**config.mk**
```make
export PLATFORM = sky130hd
export DESIGN_NAME = irq_ack_core
export DESIGN_NICKNAME = d
export VERILOG_FILES = /design/src/rtl/irq_pkg.sv /design/src/rtl/irq_req_latch.sv /design/src/rtl/irq_prio_pick.sv /design/src/rtl/irq_ack_seq.sv /design/src/rtl/irq_ack_core.sv
export SDC_FILE = /design/constraint.sdc
export NUM_CORES = 1
export LEC_CHECK = 0
export ABC_CLOCK_PERIOD_IN_PS = 4200
export BUFFER_PORTS_ARGS = -buffer_cell sky130_fd_sc_hd__buf_2
export CAP_MARGIN = 20
export CORE_UTILIZATION = 50
export CTS_CLUSTER_SIZE = 16
export DETAILED_ROUTE_END_ITERATION = 8
export PLACE_DENSITY_LB_ADDON = 0.15
export SYNTH_ARGS = -nofsm -noshare
export SYNTH_HDL_FRONTEND = slang
export SYNTH_SLANG_ARGS = --single-unit
```
**constraint.sdc**
```tcl
create_clock -name clk -period 4.2 [get_ports clk]
set_input_delay 0 -clock clk [delete_from_list [all_inputs] [get_ports clk]]
set_output_delay 0 -clock clk [all_outputs]
set_load 0.01 [all_outputs]
```
**src/rtl/irq_pkg.sv**
```systemverilog
package irq_pkg;

  typedef enum logic [1:0] {
    ACK_IDLE   = 2'd0,
    ACK_FIRST  = 2'd1,
    ACK_GAP    = 2'd2,
    ACK_SECOND = 2'd3
  } ack_state_e;

  localparam int unsigned MAXN = 32;

  // Index of the lowest set bit among the first n bits; n-1 when none is set.
  function automatic int unsigned pick_level(input logic [MAXN-1:0] v, input int unsigned n);
    int unsigned r;
    r = n - 1;
    for (int i = int'(n) - 1; i >= 0; i--) begin
      if (v[i]) r = i;
    end
    return r;
  endfunction

  // Bit i set when level i is more urgent than every in-service level.
  function automatic logic [MAXN-1:0] outrank_mask(input logic [MAXN-1:0] isr, input int unsigned n);
    logic [MAXN-1:0] m;
    logic blocked;
    m = '0;
    blocked = 1'b0;
    for (int i = 0; i < int'(n); i++) begin
      if (isr[i]) blocked = 1'b1;
      m[i] = ~blocked;
    end
    return m;
  endfunction

  // Keeps only the lowest set bit.
  function automatic logic [MAXN-1:0] lowest_onehot(input logic [MAXN-1:0] v);
    return v & (~v + 1'b1);
  endfunction

endpackage

```
**src/rtl/irq_req_latch.sv**
```systemverilog
module irq_req_latch #(
  parameter int unsigned N  = 8,
  parameter int unsigned LW = 3
) (
  input  logic          clk,
  input  logic          rst_n,
  input  logic [N-1:0]  irq_in,
  input  logic          level_mode,
  input  logic          freeze,
  input  logic          clr_en,
  input  logic [LW-1:0] clr_idx,
  output logic [N-1:0]  irr
);

  logic [N-1:0] irq_prev;
  logic [N-1:0] irr_q;
  logic [N-1:0] irr_d;

  // One next-state slice per request line.
  for (genvar g = 0; g < N; g++) begin : g_bit
    logic edge_seen;
    logic hit_clr;
    assign edge_seen = irq_in[g] & ~irq_prev[g];
    assign hit_clr   = clr_en && (clr_idx == LW'(g));
    always_comb begin
      if (freeze) begin
        irr_d[g] = irr_q[g];
      end else if (hit_clr) begin
        irr_d[g] = 1'b0;
      end else if (level_mode) begin
        irr_d[g] = irq_in[g];
      end else begin
        irr_d[g] = irr_q[g] | edge_seen;
      end
    end
  end

  // Line history keeps tracking while frozen, so edges inside the window are lost.
  always_ff @(posedge clk) begin
    if (!rst_n) begin
      irq_prev <= '0;
      irr_q    <= '0;
    end else begin
      irq_prev <= irq_in;
      irr_q    <= irr_d;
    end
  end

  assign irr = irr_q;

  AST_IRR_FROZEN: assert property (@(posedge clk) disable iff (!rst_n)
    freeze |=> $stable(irr_q));

  AST_LEVEL_FOLLOWS: assert property (@(posedge clk) disable iff (!rst_n)
    (!freeze && level_mode && !clr_en) |=> (irr_q == $past(irq_in)));

endmodule

```
**src/rtl/irq_prio_pick.sv**
```systemverilog
module irq_prio_pick #(
  parameter int unsigned N  = 8,
  parameter int unsigned LW = 3
) (
  input  logic          clk,
  input  logic          rst_n,
  input  logic [N-1:0]  irr,
  input  logic [N-1:0]  imr,
  input  logic [N-1:0]  isr,
  output logic          req_any,
  output logic [LW-1:0] req_lvl
);

  logic [irq_pkg::MAXN-1:0] live_w;
  logic [irq_pkg::MAXN-1:0] isr_w;
  logic [irq_pkg::MAXN-1:0] gate_w;

  always_comb begin
    live_w = '0;
    isr_w  = '0;
    live_w[N-1:0] = irr & ~imr;
    isr_w[N-1:0]  = isr;
  end

  assign gate_w  = live_w & irq_pkg::outrank_mask(isr_w, N);
  assign req_any = |gate_w;
  assign req_lvl = LW'(irq_pkg::pick_level(gate_w, N));

  AST_PICK_UNMASKED: assert property (@(posedge clk) disable iff (!rst_n)
    req_any |-> (irr[req_lvl] && !imr[req_lvl]));

  AST_PICK_OUTRANKS: assert property (@(posedge clk) disable iff (!rst_n)
    req_any |-> ((isr & ((N'(1) << req_lvl) | ((N'(1) << req_lvl) - N'(1)))) == '0));

endmodule

```
**src/rtl/irq_ack_seq.sv**
```systemverilog
module irq_ack_seq #(
  parameter int unsigned N  = 8,
  parameter int unsigned LW = 3,
  parameter int unsigned VW = 8
) (
  input  logic             clk,
  input  logic             rst_n,
  input  logic             ack_n,
  input  logic             req_any,
  input  logic [LW-1:0]    req_lvl,
  input  logic             auto_eoi,
  input  logic             eoi_req,
  input  logic             eoi_specific,
  input  logic [LW-1:0]    eoi_lvl,
  input  logic [VW-LW-1:0] vec_base,
  output logic             in_ack,
  output logic             clr_en,
  output logic [LW-1:0]    clr_idx,
  output logic             ev_first,
  output logic [N-1:0]     isr,
  output logic [VW-1:0]    vec_out,
  output logic             vec_oe
);

  import irq_pkg::*;

  ack_state_e st_q, st_d;
  logic          ack_q;
  logic          fall_w, rise_w;
  logic          ev_second, ev_end;
  logic [LW-1:0] lvl_q;
  logic          spur_q;
  logic [N-1:0]  isr_q, isr_d, set_v, aeoi_v, eoi_v;
  logic [VW-1:0] vec_q;
  logic          oe_q;
  logic [MAXN-1:0] isr_w;

  assign fall_w    = ack_q & ~ack_n;
  assign rise_w    = ~ack_q & ack_n;
  assign ev_first  = (st_q == ACK_IDLE)   && fall_w;
  assign ev_second = (st_q == ACK_GAP)    && fall_w;
  assign ev_end    = (st_q == ACK_SECOND) && rise_w;

  always_comb begin
    st_d = st_q;
    unique case (st_q)
      ACK_IDLE:   if (fall_w) st_d = ACK_FIRST;
      ACK_FIRST:  if (rise_w) st_d = ACK_GAP;
      ACK_GAP:    if (fall_w) st_d = ACK_SECOND;
      ACK_SECOND: if (rise_w) st_d = ACK_IDLE;
      default:    st_d = ACK_IDLE;
    endcase
  end

  always_comb begin
    isr_w = '0;
    isr_w[N-1:0] = isr_q;
  end

  always_comb begin
    set_v  = (ev_first && req_any) ? (N'(1) << req_lvl) : '0;
    aeoi_v = (ev_end && auto_eoi && !spur_q) ? (N'(1) << lvl_q) : '0;
    if (!eoi_req)          eoi_v = '0;
    else if (eoi_specific) eoi_v = N'(1) << eoi_lvl;
    else                   eoi_v = N'(lowest_onehot(isr_w));
    isr_d = (isr_q | set_v) & ~aeoi_v & ~eoi_v;
  end

  always_ff @(posedge clk) begin
    if (!rst_n) begin
      ack_q  <= 1'b1;
      st_q   <= ACK_IDLE;
      lvl_q  <= '0;
      spur_q <= 1'b0;
      isr_q  <= '0;
      vec_q  <= '0;
      oe_q   <= 1'b0;
    end else begin
      ack_q <= ack_n;
      st_q  <= st_d;
      isr_q <= isr_d;
      if (ev_first) begin
        lvl_q  <= req_any ? req_lvl : LW'(N - 1);
        spur_q <= ~req_any;
      end
      if (ev_second) begin
        vec_q <= {vec_base, lvl_q};
        oe_q  <= 1'b1;
      end else if (ev_end) begin
        oe_q  <= 1'b0;
      end
    end
  end

  assign in_ack  = (st_q != ACK_IDLE);
  assign clr_en  = ev_first && req_any;
  assign clr_idx = req_lvl;
  assign isr     = isr_q;
  assign vec_oe  = oe_q;
  assign vec_out = oe_q ? vec_q : '0;

  AST_ISR_SET_FIRST: assert property (@(posedge clk) disable iff (!rst_n)
    (ev_first && req_any) |=> isr_q[lvl_q]);

  AST_VEC_WINDOW: assert property (@(posedge clk) disable iff (!rst_n)
    vec_oe |-> (st_q == ACK_SECOND));

  AST_AEOI_CLEAR: assert property (@(posedge clk) disable iff (!rst_n)
    (ev_end && auto_eoi && !spur_q) |=> !isr_q[$past(lvl_q)]);

  AST_SPUR_KEEPS_ISR: assert property (@(posedge clk) disable iff (!rst_n)
    (ev_first && !req_any && !eoi_req) |=> $stable(isr_q));

  AST_SPUR_LEVEL: assert property (@(posedge clk) disable iff (!rst_n)
    (ev_first && !req_any) |=> (lvl_q == LW'(N - 1)));

endmodule

```
**src/rtl/irq_ack_core.sv**
```systemverilog
module irq_ack_core #(
  parameter  int unsigned NUM_IRQ = 8,
  parameter  int unsigned VEC_W   = 8,
  localparam int unsigned LVL_W   = $clog2(NUM_IRQ),
  localparam int unsigned BASE_W  = VEC_W - LVL_W
) (
  input  logic               clk,
  input  logic               rst_n,
  input  logic [NUM_IRQ-1:0] irq_in,
  input  logic               ack_n,
  input  logic [NUM_IRQ-1:0] mask_in,
  input  logic               level_mode,
  input  logic               auto_eoi,
  input  logic [BASE_W-1:0]  vec_base,
  input  logic               eoi_req,
  input  logic               eoi_specific,
  input  logic [LVL_W-1:0]   eoi_lvl,
  output logic               int_out,
  output logic [VEC_W-1:0]   vec_out,
  output logic               vec_oe,
  output logic [NUM_IRQ-1:0] irr_stat,
  output logic [NUM_IRQ-1:0] isr_stat,
  output logic [NUM_IRQ-1:0] imr_stat
);

  logic [NUM_IRQ-1:0] imr_q;
  logic [NUM_IRQ-1:0] irr_w;
  logic [NUM_IRQ-1:0] isr_w;
  logic               req_any;
  logic [LVL_W-1:0]   req_lvl;
  logic               in_ack;
  logic               clr_en;
  logic [LVL_W-1:0]   clr_idx;
  logic               ev_first;

  always_ff @(posedge clk) begin
    if (!rst_n) imr_q <= '1;
    else        imr_q <= mask_in;
  end

  irq_req_latch #(.N(NUM_IRQ), .LW(LVL_W)) u_latch (
    .clk        (clk),
    .rst_n      (rst_n),
    .irq_in     (irq_in),
    .level_mode (level_mode),
    .freeze     (in_ack),
    .clr_en     (clr_en),
    .clr_idx    (clr_idx),
    .irr        (irr_w)
  );

  irq_prio_pick #(.N(NUM_IRQ), .LW(LVL_W)) u_pick (
    .clk     (clk),
    .rst_n   (rst_n),
    .irr     (irr_w),
    .imr     (imr_q),
    .isr     (isr_w),
    .req_any (req_any),
    .req_lvl (req_lvl)
  );

  irq_ack_seq #(.N(NUM_IRQ), .LW(LVL_W), .VW(VEC_W)) u_seq (
    .clk          (clk),
    .rst_n        (rst_n),
    .ack_n        (ack_n),
    .req_any      (req_any),
    .req_lvl      (req_lvl),
    .auto_eoi     (auto_eoi),
    .eoi_req      (eoi_req),
    .eoi_specific (eoi_specific),
    .eoi_lvl      (eoi_lvl),
    .vec_base     (vec_base),
    .in_ack       (in_ack),
    .clr_en       (clr_en),
    .clr_idx      (clr_idx),
    .ev_first     (ev_first),
    .isr          (isr_w),
    .vec_out      (vec_out),
    .vec_oe       (vec_oe)
  );

  assign int_out  = req_any & ~in_ack;
  assign irr_stat = irr_w;
  assign isr_stat = isr_w;
  assign imr_stat = imr_q;

  AST_INT_UNMASKED: assert property (@(posedge clk) disable iff (!rst_n)
    int_out |-> ((irr_w & ~imr_q) != '0));

  AST_INT_DROPS: assert property (@(posedge clk) disable iff (!rst_n)
    (!in_ack && !ack_n && $past(ack_n)) |=> !int_out);

  AST_CLAIM_CLEARS_IRR: assert property (@(posedge clk) disable iff (!rst_n)
    (ev_first && req_any) |=> !irr_w[$past(req_lvl)]);

  AST_IMR_TRACKS: assert property (@(posedge clk) disable iff (!rst_n)
    1'b1 |=> (imr_q == $past(mask_in)));

endmodule

```
* Yosys cells after proc, flatten, opt, wreduce, memory -nomap -nowiden
Cells that the tools add are included.
** Word-level totals
- Register bits after elaboration :: 48
- Bits in latches :: 0
- Memory bits (read-only) :: 0
- Output and inout bits :: 34
- Bits in writable memories :: 0
- Logic and storage cells :: 142
- Input bits :: 31
- Memories :: 0
** Cells by class
- Reductions and logical operators :: 21
- Bitwise operators :: 49
- Mux-type cells :: 44
- Shifts and indexed selects :: 3
- Divide/modulo/power cells :: 0
- Equality and inequality tests :: 14
- Multipliers :: 0
- Add/subtract/negate cells :: 1
- $lt $le $gt $ge :: 0
** Operators with widths (count)
- $and A8 B8 Y8 :: 5
- $mux W8 :: 5
- $not A8 Y8 :: 4
- $reduce_or A32 Y1 :: 1
- $mux W1 :: 27
- $shl A1 B3 Y8 const A :: 3
- $not A1 Y1 :: 20
- $mux W3 :: 5
- $logic_and A1 B1 Y1 :: 14
- $eq A3 B3 Y1 const B :: 4
- $mux W2 :: 6
- $and A1 B1 Y1 :: 11
- $add A8 B1 Y8 const B :: 1
- $ne A2 B1 Y1 const B :: 4
- $or A1 B1 Y1 :: 8
- $or A8 B8 Y8 :: 1
- $pmux W2 S4 :: 1
- $eq A3 B2 Y1 const B :: 2
- $eq A2 B2 Y1 const B :: 2
- $reduce_and A4 Y1 :: 1
- $reduce_bool A2 Y1 :: 2
- $eq A3 B1 Y1 const B :: 1
- $logic_not A3 Y1 :: 1
- $eq A2 B1 Y1 const B :: 1
- other kinds (2) :: 2

* Longest topological paths before layout
- Depth after elaboration :: 22
- Gate-level depth with buffers :: 7
- Mapped depth without buffers :: 7

* Modules after synthesis
A second synthesis with hierarchy kept.
** Second synthesis, totals
- Cells, all modules :: 274
- Area total of the unflattened synthesis :: 2427.3 um2
** Modules (own cells, without submodules)
- irq_ack_seq :: area an instance 1326.3 um2, times used 1, seq. area each 480.5 um2, cells each 152
- irq_req_latch :: area an instance 703.2 um2, times used 1, seq. area each 320.3 um2, cells each 79
- irq_ack_core :: area an instance 216.5 um2, times used 1, seq. area each 160.2 um2, cells each 17
- irq_prio_pick :: area an instance 181.4 um2, times used 1, seq. area each 0.0 um2, cells each 26

* Worst setup path before layout
Ideal clock, no wire load.
- Path kind :: register to register
- From :: reg u_seq.st_q[0]
- To :: reg u_latch.irr_q[7] (netlist: u_latch.irr[7])
- Buffers on the path :: 0
- Data arrival time :: 1.851 ns
- Data required time :: 4.083 ns
- Setup time :: 0.117 ns
- Path slack :: 2.232 ns
- Period minus slack after synthesis :: 1.968 ns
- Stages on the path, launching flop included :: 8
- Cell sequence :: dfxtp_1 inv_1 ha_1 and3b_1 or3b_1 a211oi_2 nand3b_1 a22o_1
** Between the ends
- Cells in the longest elaborated chain, start to end :: 5
- Elaborated cells between the ends (all ways) :: 6
- Those cells by class :: mux (1); reduce/logical (5)
** RTL lines
- start: declaration :: RTL line irq_ack_seq.sv:27 : ack_state_e st_q, st_d;
- start signal: assignment :: RTL line irq_ack_seq.sv:80 : st_q <= st_d;
- $logic_not A2 Y1 :: RTL line irq_ack_seq.sv:40 : assign ev_first = (st_q == ACK_IDLE) && fall_w;
- $logic_and A1 B1 Y1 :: RTL line irq_ack_seq.sv:40
- $logic_and A1 B1 Y1 :: RTL line irq_ack_seq.sv:96 : assign clr_en = ev_first && req_any;
- $logic_and A1 B1 Y1 :: RTL line irq_req_latch.sv:24 : assign hit_clr = clr_en && (clr_idx == LW'(g));
- $mux W1 :: RTL line irq_req_latch.sv:28 : end else if (hit_clr) begin
- end signal: assignment :: RTL line irq_req_latch.sv:45 : irr_q <= irr_d;
- end: declaration :: RTL line irq_req_latch.sv:16 : logic [N-1:0] irr_q;
Several ways; a longest one is shown, not always the timed one.
A chain may end at the register's enable or synchronous reset.

* Worst setup path in the final report
- From :: reg u_seq.isr_q[2] (netlist: u_seq.isr[2])
- To :: reg u_latch.irr_q[4] (netlist: u_latch.irr[4])
** Between the ends
- Cells in the longest elaborated chain, start to end :: 17
- Elaborated cells between the ends (all ways) :: 25
- Those cells by class :: eq/ne (1); mux (14); bitwise (7); reduce/logical (3)
** RTL lines
- start: declaration :: RTL line irq_ack_seq.sv:33 : logic [N-1:0] isr_q, isr_d, set_v, aeoi_v, eoi_v;
- start signal: assignment :: RTL line irq_ack_seq.sv:81 : isr_q <= isr_d;
- $mux W1 (*) :: RTL line irq_pkg.sv:29 : if (isr[i]) blocked = 1'b1;
- $mux W1 (4 in series) :: RTL line irq_pkg.sv:29
- $not A1 Y1 :: RTL line irq_pkg.sv:30 : m[i] = ~blocked;
- $and A8 B8 Y8 (*) :: RTL line irq_prio_pick.sv:25 : assign gate_w = live_w & irq_pkg::outrank_mask(isr_w, N);
- $mux W1 :: RTL line irq_pkg.sv:17 : if (v[i]) r = i;
- $mux W2 (2 in series) :: RTL line irq_pkg.sv:17
- $mux W3 (4 in series) :: RTL line irq_pkg.sv:17
- $eq A3 B3 Y1 :: RTL line irq_req_latch.sv:24
- $logic_and A1 B1 Y1 (*) :: RTL line irq_req_latch.sv:24
- $mux W1 (*) :: RTL line irq_req_latch.sv:28
Mark *: on every way between the ends. The rest lies on a longest branch, timed or not.

==> results.md <==
Critical path
- 1 — number of buffer and inverter stages on the critical path
- u_seq.isr[2] — r2r startpoint
- flop — Critical Path Sink Type
- 9 — critical path fanouts, max
- flop — startpoint kind of the worst setup timing path
- 1.95 ns — flop-to-flop setup slack
- flop to flop — critical path type
- 4.38 ns — Worst Path Required
- compound AO/OA/AOI/OAI gates — largest delay contributor family on the critical path
- 2.43 ns — Worst Path Arrival
- nor3_2 -> nand2_1 -> o41ai_2 -> buf_2 -> nor3b_2 -> o31ai_1 — cell chain of the critical path
- 0.62 ns — peak per-stage delay on the critical path
- u_latch.irr[4] — capture point of the worst reg-to-reg path
- 6 — depth of the worst register-to-register path
- sky130_fd_sc_hd__o41ai_2 — library cell contributing the largest single delay on the critical path

Place
- 401 — Placed Instances
- 0.905 — placer's final routability congestion estimate
- 4.18 mm — detailed placement HPWL
- 64 — buffers added on ports
- 1.74 ns — Worst Setup Slack post-DPL

Global route
- 0 — Overflow after GRT
- 2192 — number of global-route vias before repair
- 9.94 mm — global-route wire length before repair
- 43 — maximum number of pins on one net before global-route repair
- 0 — antenna violations before repair
- 24.6% — combined global-route utilization of all metal layers

Synthesis
- sky130_fd_sc_hd__dfxtp_1 39%, sky130_fd_sc_hd__nand2_1 5.5%, sky130_fd_sc_hd__a21boi_0 4.6% — dominant cells by area after synthesis
- sky130_fd_sc_hd__dfxtp_1 — Primary FF master, synth
- 39.4% — post-synthesis sequential area ratio
- 0.00244 sq mm — cell area after synthesis
- 0 — total of warnings raised by yosys
- 0% — share of async-settable or async-resettable flops after synthesis
- 0 — number of synthesized flops with an enable pin
- 316 — Synthesized Nets
- 48 — flops & latches, synth
- 39.4% — share of the synthesized area in the top cell type
- 54 — post-synthesis cell type count
- sky130_fd_sc_hd__dfxtp_1 — largest area contributor in the synthesized netlist
- 8.69 sq um — Post-Synthesis Mean Instance Area
- 281 — cell count after synthesis

Drt
- 4 — detailed-router iteration count before antenna repair
- 104 — number of design-rule violations left by the first detailed-router iteration
- 0 — residual DRC count
- 13.6 microns — average wire length per cell after detail routing
- 0 — Antenna Nets Post-Route
- 5.32 — vias per inst
- 2299 — count of vias placed by the detailed router
- 5.86 mm — final wirelength

Timing
- no — unrepaired setup endpoints after global routing
- 0 ns — setup total negative slack
- 53.6% — final critical-path share of the clock period
- 0 — final number of max-transition violations
- 0 — number of hold violations in the final report
- 0.444 GHz — upper clock frequency limit
- 2.25 ns — final critical path time including I/O delays and setup
- 0.674 ns — transition time at the pin with the least slew margin
- 0.00312 ns — worst clock skew
- 0 — final setup vio count
- 55.1% — relative max-transition margin
- 1.95 ns — Setup WS post-layout
- 0.0459 ns — worst hold margin

Pwr
- 1.30 nW — P_leak
- 387 mW/mm^2 — power density of the placed cells
- 0.000258 V — Max VDD drop

Clock tree
- 5 — Num CTS Buffers
- sky130_fd_sc_hd__clkbuf_8 — Root Buffer
- 0 — buffers inserted during post-CTS setup optimization
- 0.30 ns — clock insertion delay at the later pin of the skew report
- 48 — clock net sink count
- yes — TritonCTS clock tree
- 2 — maximum buffer depth of the clock tree
- 0.09 ns — clock transition at the registers of the reported paths
- 2 — htree depth

Floorplanning
- 25 — row count
- 71.9 microns — die height
- 71.9 microns — Die Wd
- 0.00517 sq mm — Die Outline Area
- 51.7% — starting density of the core
- 65 — I/O Pins
- 0.00472 sq mm — core region area

Worst hold path
- eoi_req — origin of the worst min-delay path
- 3 — Hold Path Depth
- input pin to flop — Hold Path Class
- u_seq.isr[2] — worst-case hold path end point

Flow run
- 0 — maximum capacitance violations

Cells and area
- 432 — final instance count without filler cells
- sky130_fd_sc_hd__buf_2 — most frequent standard cell in the layout excluding fill and tap cells
- 0.00137 sq mm — total area of multi-input combinational cells
- 65.7% — final design utilization
- 27.2% — layout overhead on the synthesized area
- 65 x sky130_fd_sc_hd__buf_2, 48 x sky130_fd_sc_hd__dfxtp_1, 36 x sky130_fd_sc_hd__nand2_1, 22 x sky130_fd_sc_hd__dlygate4sd3_1, 18 x sky130_fd_sc_hd__and2_1 — commonest cells after routing, fill and taps aside
- 399 — # nets final
- 961 sq um — Sequential cell area
- 24.9% — fraction of layout instances using a drive strength above 1
- 0 — antenna fix cells
- 411 — number of filler instances in the final layout

Run status
- complete, no violations — run status

state kept, by name, indices dropped and copies added, names as in the netlist:
signal,flops
imr_stat,8
u_latch.irq_prev,8
u_latch.irr,8
u_seq.ack_q,1
u_seq.isr,8
u_seq.lvl_q,3
u_seq.spur_q,1
u_seq.st_q,2
u_seq.vec_oe,1
u_seq.vec_q,8
Yosys cell counts, types with 2 or more instances:
| cell | number |
|---|---|
| sky130_fd_sc_hd__o211a_1 | 2 |
| sky130_fd_sc_hd__a221oi_2 | 2 |
| sky130_fd_sc_hd__o31ai_1 | 4 |
| sky130_fd_sc_hd__and2b_1 | 2 |
| sky130_fd_sc_hd__o21ai_0 | 12 |
| sky130_fd_sc_hd__buf_6 | 3 |
| sky130_fd_sc_hd__nand3_1 | 12 |
| sky130_fd_sc_hd__o22ai_1 | 2 |
| sky130_fd_sc_hd__inv_1 | 12 |
| sky130_fd_sc_hd__a32oi_1 | 3 |
| sky130_fd_sc_hd__nor2_1 | 14 |
| sky130_fd_sc_hd__a22oi_1 | 2 |
| sky130_fd_sc_hd__nor3b_1 | 5 |
| sky130_fd_sc_hd__a211oi_2 | 2 |
| sky130_fd_sc_hd__clkbuf_1 | 7 |
| sky130_fd_sc_hd__nor3_2 | 4 |
| sky130_fd_sc_hd__nand2_1 | 36 |
| sky130_fd_sc_hd__and2_1 | 18 |
| sky130_fd_sc_hd__a22o_1 | 3 |
| sky130_fd_sc_hd__nand4_1 | 2 |
| sky130_fd_sc_hd__a31oi_1 | 4 |
| sky130_fd_sc_hd__nand2b_1 | 9 |
| sky130_fd_sc_hd__o21ai_1 | 2 |
| sky130_fd_sc_hd__nor4b_1 | 3 |
| sky130_fd_sc_hd__ha_1 | 4 |
| sky130_fd_sc_hd__nor3b_2 | 2 |
| sky130_fd_sc_hd__a21boi_0 | 15 |
| sky130_fd_sc_hd__nor2b_1 | 5 |
| sky130_fd_sc_hd__a32o_1 | 2 |
| sky130_fd_sc_hd__nand3b_1 | 2 |
| sky130_fd_sc_hd__nor3_1 | 4 |
| sky130_fd_sc_hd__or2b_2 | 2 |
| sky130_fd_sc_hd__dfxtp_1 | 48 |
| sky130_fd_sc_hd__buf_1 | 2 |
| sky130_fd_sc_hd__a21oi_1 | 10 |
| sky130_fd_sc_hd__a21o_1 | 2 |
layer usage:
layer	part of all wire, %	global-route usage (%)	vias to the layer above	wire [microns]
li1	-	-	1167	-
met1	46	29.9	1071	2670
met2	49	44.0	56	2900
met3	3.9	4.08	5	228
met4	1.1	8.06	0	63
met5	0	0	-	0
metrics by stage:
stage / cell area, sq um / total power, W
6_report: 3100 / 0.00120
4_1_cts: 3100 / 0.00121
2_1_floorplan: 2440 / 0.000803
5_1_grt: 3100 / 0.00128
3_5_place_dp: 2790 / 0.000905
3_3_place_gp: 2790 / 0.000901
worst reg2reg max path, delay by kind of cell (launching register included):
family,cells,cell delay [ns]
AOI/OAI and AO/OA,2,0.72
and+or+nand+nor,3,0.69
DFF,1,0.41
buffers and inverters,1,0.32
final cells by class:
class | instances | area share, %
Clock inverter | 1 | 0.242
Clock buffer | 7 | 2.78
Inverter | 12 | 1.45
Sequential cell | 48 | 31.0
Multi-Input combinational cell | 209 | 44.1
Timing Repair Buffer | 88 | 17.8
Tap cell | 67 | 2.70
power by group:
group          leakage (nW)  internal (W)  total, W  switching [W]
clock network        0.0445      0.000134  0.000287       0.000153
registers             0.395      0.000508  0.000569      0.0000614
logic                 0.864      0.000156  0.000346       0.000191
how the worst max path moves through the flow:
stage | start | end | cells after the start
2_1_floorplan | u_seq.st_q[0] | u_latch.irr[7] | 7
3_3_place_gp | u_seq.isr[2] | u_latch.irr[4] | 5
3_5_place_dp | u_seq.isr[2] | u_latch.irr[4] | 5
4_1_cts | u_seq.isr[2] | u_latch.irr[4] | 5
5_1_grt | u_seq.st_q[0] | u_seq.isr[7] | 7
6_report | u_seq.isr[2] | u_latch.irr[4] | 6
logic make-up after synthesis:
logic type      after synthesis  share of synthesized area, %
compound gates               76                          23.4
fa+ha+maj                     4                          2.05
buf+inv                      24                          4.61
flops                        48                          39.4
mux                           1                         0.410
simple gates                128                          30.1
timing repair:
| action | CTS | global route |
|---|---|---|
| hold buffers | 22 | 0 |
| hold endpoints to repair | 22 | 0 |
| endpoints found under the setup margin | 0 | 0 |
| gates resized for setup | 0 | 0 |
No activity file was read; power rests on OpenSTA's default activity.
